## src/rtl/wd_pkg.sv

```systemverilog
package wd_pkg;

  // Converts a time in milliseconds into a count of clock cycles.
  // The arithmetic is done in 64 bits so that the product cannot overflow.
  function automatic int unsigned ms_to_cycles(longint unsigned hz, longint unsigned ms);
    longint unsigned prod;
    prod = (hz * ms) / 64'd1000;
    return int'(prod);
  endfunction

  // Number of bits needed to hold a count from 0 to n-1.
  function automatic int unsigned count_width(int unsigned n);
    return (n <= 2) ? 1 : $clog2(n);
  endfunction

endpackage

```

## src/rtl/wd_sync.sv

```systemverilog
module wd_sync #(
  parameter int unsigned STAGES  = 2,
  parameter bit          RST_VAL = 1'b1
) (
  input  logic clk,
  input  logic rst_n,
  input  logic din,
  output logic dout
);

  logic [STAGES-1:0] stage_q;

  generate
    for (genvar i = 0; i < STAGES; i++) begin : g_stage
      if (i == 0) begin : g_first
        always_ff @(posedge clk or negedge rst_n) begin
          if (!rst_n) stage_q[0] <= RST_VAL;
          else        stage_q[0] <= din;
        end
      end else begin : g_next
        always_ff @(posedge clk or negedge rst_n) begin
          if (!rst_n) stage_q[i] <= RST_VAL;
          else        stage_q[i] <= stage_q[i-1];
        end
      end
    end
  endgenerate

  assign dout = stage_q[STAGES-1];

endmodule

```

## src/rtl/wd_edge.sv

```systemverilog
module wd_edge #(
  parameter bit RST_VAL = 1'b1
) (
  input  logic clk,
  input  logic rst_n,
  input  logic level,
  output logic toggled
);

  logic prev_q;
  logic rise;
  logic fall;

  always_ff @(posedge clk or negedge rst_n) begin
    if (!rst_n) prev_q <= RST_VAL;
    else        prev_q <= level;
  end

  // Transitions in either direction count as activity.
  assign rise    = level & ~prev_q;
  assign fall    = ~level & prev_q;
  assign toggled = rise | fall;

endmodule

```

## src/rtl/wd_timer.sv

```systemverilog
module wd_timer #(
  parameter int unsigned LIMIT = 2,
  parameter int unsigned CW    = 1
) (
  input  logic          clk,
  input  logic          rst_n,
  input  logic          clear,
  output logic [CW-1:0] count,
  output logic          expire
);

  localparam logic [CW-1:0] LAST = CW'(LIMIT - 1);

  logic at_last;
  logic fire;

  assign at_last = (count == LAST);
  // A clear in the same cycle as the last count takes priority over expiry.
  assign fire    = at_last & ~clear;

  always_ff @(posedge clk or negedge rst_n) begin
    if (!rst_n) begin
      count <= '0;
    end else if (clear || at_last) begin
      count <= '0;
    end else begin
      count <= count + 1'b1;
    end
  end

  always_ff @(posedge clk or negedge rst_n) begin
    if (!rst_n) expire <= 1'b0;
    else        expire <= fire;
  end

endmodule

```

## src/rtl/activity_watchdog.sv

```systemverilog
module activity_watchdog
  import wd_pkg::*;
#(
  parameter longint unsigned CLK_HZ      = 100_000_000,
  parameter longint unsigned TIMEOUT_MS  = 1600,
  parameter int unsigned     SYNC_STAGES = 2,
  parameter bit              LINE_IDLE   = 1'b1
) (
  input  logic clk,
  input  logic rst_n,
  input  logic mon_line,
  output logic wd_expire
);

  localparam int unsigned TIMEOUT_CYC = ms_to_cycles(CLK_HZ, TIMEOUT_MS);
  localparam int unsigned CW          = count_width(TIMEOUT_CYC);

  logic          line_sync;
  logic          edge_seen;
  logic [CW-1:0] cnt;

  wd_sync #(
    .STAGES (SYNC_STAGES),
    .RST_VAL(LINE_IDLE)
  ) u_sync (
    .clk  (clk),
    .rst_n(rst_n),
    .din  (mon_line),
    .dout (line_sync)
  );

  wd_edge #(
    .RST_VAL(LINE_IDLE)
  ) u_edge (
    .clk    (clk),
    .rst_n  (rst_n),
    .level  (line_sync),
    .toggled(edge_seen)
  );

  wd_timer #(
    .LIMIT(TIMEOUT_CYC),
    .CW   (CW)
  ) u_timer (
    .clk   (clk),
    .rst_n (rst_n),
    .clear (edge_seen),
    .count (cnt),
    .expire(wd_expire)
  );

endmodule

```

## config.mk

```make
export PLATFORM = sky130hd
export DESIGN_NAME = activity_watchdog
export DESIGN_NICKNAME = d
export VERILOG_FILES = /design/src/rtl/wd_pkg.sv /design/src/rtl/wd_sync.sv /design/src/rtl/wd_edge.sv /design/src/rtl/wd_timer.sv /design/src/rtl/activity_watchdog.sv
export SDC_FILE = /design/constraint.sdc
export NUM_CORES = 1
export LEC_CHECK = 0
export BUFFER_PORTS_ARGS = -buffer_cell sky130_fd_sc_hd__buf_2
export CAP_MARGIN = 20
export CORE_MARGIN = 2
export CORE_UTILIZATION = 65
export DETAILED_ROUTE_END_ITERATION = 8
export PLACE_DENSITY_LB_ADDON = 0.12
export SETUP_SLACK_MARGIN = 0.4
export SLEW_MARGIN = 15
export SYNTH_ARGS = -nofsm -noshare
export SYNTH_HDL_FRONTEND = slang
export SYNTH_SLANG_ARGS = --single-unit
export TNS_END_PERCENT = 50
```

## constraint.sdc

```tcl
create_clock -name clk -period 3.3 [get_ports clk]
set_clock_uncertainty 0.2 [all_clocks]
set_input_delay 0.165 -clock clk [delete_from_list [all_inputs] [get_ports clk]]
set_output_delay 0.165 -clock clk [all_outputs]
set_load 0.05 [all_outputs]
```

==> summary.md <==
| Metric | Value |
|---|---|
| Reg2Reg Depth | `4` |
| Drt total wl | `3.270 mm` |
| Die area | `0.002987 sq mm` |
| Clock latency on the worst-skew pair | `0.33 ns` |
| Register bit total from synthesis | `32` |
| F_max | `0.4280 GHz` |
| DRC viols | `0` |
| Comb pwr share | `6.0%` |
| Vias in the first global route | `1210` |
| Post-Synth Simple-Gate Area | `27.01%` |
| Critical path class | `flip-flop to flip-flop` |
| Max transition margin | `53.84%` |
| Chip width | `54.66 um` |
| Total net switching power | `158.2 uW` |
| Max Slew Vio Count | `0` |
| Fill count | `185` |
| Setup TNS | `0 ns` |
| Initial Utilization | `67.94%` |
| Part of the power in registers | `60.4%` |
| CP Data Required Time | `3.36 ns` |
| Leak pwr | `0.0007029 uW` |
| Average wire per standard cell | `16.19 um` |
| Worst-path clk slew | `0.09 ns` |
| Post-Syn Area | `0.001668 sq mm` |
| Post-layout min period | `2.336 ns` |
| Hold Path Cell Cnt | `0` |
| Global-route wire length before repair | `5.402 mm` |
| CP max FO | `13` |
| Top Ports | `4` |
| Detailed Routing Iterations Pass 1 | `4` |
| Cells after Synth | `166` |
| Async S/R FF share, synth | `100.0%` |
| Syn nets | `170` |
| Synth top area share | `43.51%` |
| GRT overflow | `0` |
| Sink Count | `32` |
| Yosys warns | `0` |
| Clock share of power | `33.6%` |
| Detail Placement HPWL | `2.270 mm` |
| # diodes | `0` |
| Period Utilization, post-route | `70.80%` |
| Hold Vio Cnt, Final | `0` |
| Ratio of cells with drive above 1 in the final layout | `12.21%` |
| CTS Buffer Depth | `2` |
| Yosys cell types | `38` |
| Post-CTS Resized | `0` |
| Initial DRC Count | `26` |
| Largest net degree at the start of global routing | `33` |
| Final WS setup | `0.9636 ns` |
| Hold Crit Class | `flip-flop to flip-flop` |
| Synth area leader | `dfrtp_1` |
| Crit end category | `flip-flop` |
| Max cap viols | `0` |
| Top post-synthesis cells by area | `dfrtp_1 44%, dfstp_2 4.7%, nand3_1 4.5%, xor2_1 4.2%, a21oi_1 3.6%` |
| GRT Overall Usage | `25.90%` |
| CTS buffer count | `5` |
| Power, Total | `675.0 uW` |
| Status | `finished, final reports clean` |
| Mux contribution to synthesized area | `0%` |
| Unrepaired setup endpoints after global routing | `no` |
| Slowest-stage cell, CP | `or4_1` |
| Port bufs | `3` |
| Synth Flop Type | `dfrtp_1` |
| Internal | `516.8 uW` |
| Final setup viols | `0` |
| Area of the core | `0.002455 sq mm` |
| H-tree Lvls | `2` |
| Placer Congestion | `0.8712` |
| Post-Synth XOR/XNOR Area | `5.776%` |
| Pre-CTS setup slack | `0.9811 ns` |
| Main combinational cell family by area after synthesis | `simple AND/OR/NAND/NOR gates` |
| Synth Area in Adders | `0.7502%` |
| WP data arrival | `2.40 ns` |
| Rows | `18` |
| Area Overhead vs Synth | `5.626%` |
| Sequential fraction of the synthesis area | `48.24%` |
| CP peak stage delay | `0.63 ns` |
| Root Driver | `clkbuf_4` |
| Layout Nets | `175` |
| CTS tree | `yes` |
| Via-to-Cell Ratio | `6.411` |
| Worst slew pin tran | `0.6901 ns` |
| PwrDens | `383.1 mW/mm^2` |
| Initial antenna violation count | `0` |
| Crit path cell chain | `and3_1, nand4_1, or4_1, a21oi_1` |
| Top post-synthesis cells by count | `29 x dfrtp_1, 15 x nand3_1, 12 x a21oi_1, 11 x nor2_1` |
| Switch share | `23.44%` |
| Post-DRT Antenna Nets | `0` |
| Most common cell in the netlist | `dfrtp_1` |
| VDD IR max | `0.0003338 V` |
| Synthesized area per cell | `10.05 sq um` |
| Die Y | `54.66 um` |
| Startpoint types | `flip-flop` |
| Post-synthesis compound-gate area fraction | `14.25%` |
| Routed vias | `1295` |
| Post-synth EDFFs | `0` |
metrics by stage:
stage,instances,area [sq um],utilization [%],hold slack (ns)
floorplan,166,1668,-,-0.3306
global placement,192,1680,68.45,0.03186
detailed placement,192,1680,68.45,0.04353
CTS,202,1762,71.76,0.1643
global route,202,1762,71.76,0.1653
finish,202,1762,71.76,0.1624
cell families after synthesis:
family | count (synthesis)
adder cells (fa/ha/maj) | 1
buffers and inverters | 12
XOR/XNOR | 11
flip-flops | 32
AO/OA/AOI/OAI | 36
AND/OR/NAND/NOR | 74
state kept, by name, summed over array words and instances (netlist names):
signal          flops
u_timer.count      28
u_edge.prev_q       1
u_sync.dout         1
u_sync.stage_q      1
u_timer.expire      1
worst max-delay path: cells and delay by family (launching register included):
kind | cells | cell delay (ns)
flops | 1 | 0.42
compound gates | 1 | 0.15
simple gates | 3 | 1.50
layer usage:
layer | routed length (um) | part of all wire [%] | global-route usage, %
met1 | 1568 | 48 | 33.16
met2 | 1557 | 48 | 42.26
met3 | 88 | 2.7 | 6.011
met4 | 55 | 1.7 | 10.00
met5 | 0 | 0 | 0
power groups by stage:
stage	registers [uW]	logic, uW	clock network, uW
finish	408	40.3	227
global route	409	47.4	252
CTS	408	41.2	236
detailed placement	415	39.4	0
global placement	414	37.9	0
floorplan	414	23.5	0
final cells by class:
cell class	instances	area, sq um	area share, %
Clock inverter	2	10.01	0.5682
Sequential cell	32	804.5	45.67
Inverter	3	11.26	0.6392
Multi-Input combinational cell	122	797.0	45.24
Clock buffer	6	51.30	2.912
Tap cell	30	37.54	2.131
Timing Repair Buffer	7	50.05	2.841
placed cells by master (no fill, tap or decap), types with 4 or more instances in the layout:
| master | netlist | layout |
|---|---|---|
| clkbuf_4 | 0 | 5 |
| xor2_1 | 8 | 8 |
| o31ai_1 | 7 | 7 |
| nand3_1 | 15 | 15 |
| and3_1 | 4 | 4 |
| or4_1 | 6 | 6 |
| dfrtp_1 | 29 | 29 |
| and4_1 | 5 | 5 |
| or3_1 | 6 | 6 |
| nand2_1 | 6 | 6 |
| o21ai_0 | 5 | 5 |
| nand4_1 | 8 | 8 |
| nor2_1 | 11 | 11 |
| a21oi_1 | 12 | 12 |
final timing paths:
check                                        from                end  slack [ns]
worst max-delay path             u_timer.count[3]  u_timer.count[27]        0.96
min in group asynchronous                   rst_n  u_timer.count[14]        0.21
worst min register to register  u_sync.stage_q[0]        u_sync.dout        0.16
worst max register to register   u_timer.count[3]  u_timer.count[27]        0.96
max in group asynchronous                   rst_n   u_timer.count[3]        2.25
worst min-delay path            u_sync.stage_q[0]        u_sync.dout        0.16
timing repair:
action | CTS | global route
hold buffers | 2 | 0
endpoints found under the hold margin | 30 | 0
buffers inserted | 0 | 0
(Power assumes the default switching activity.)
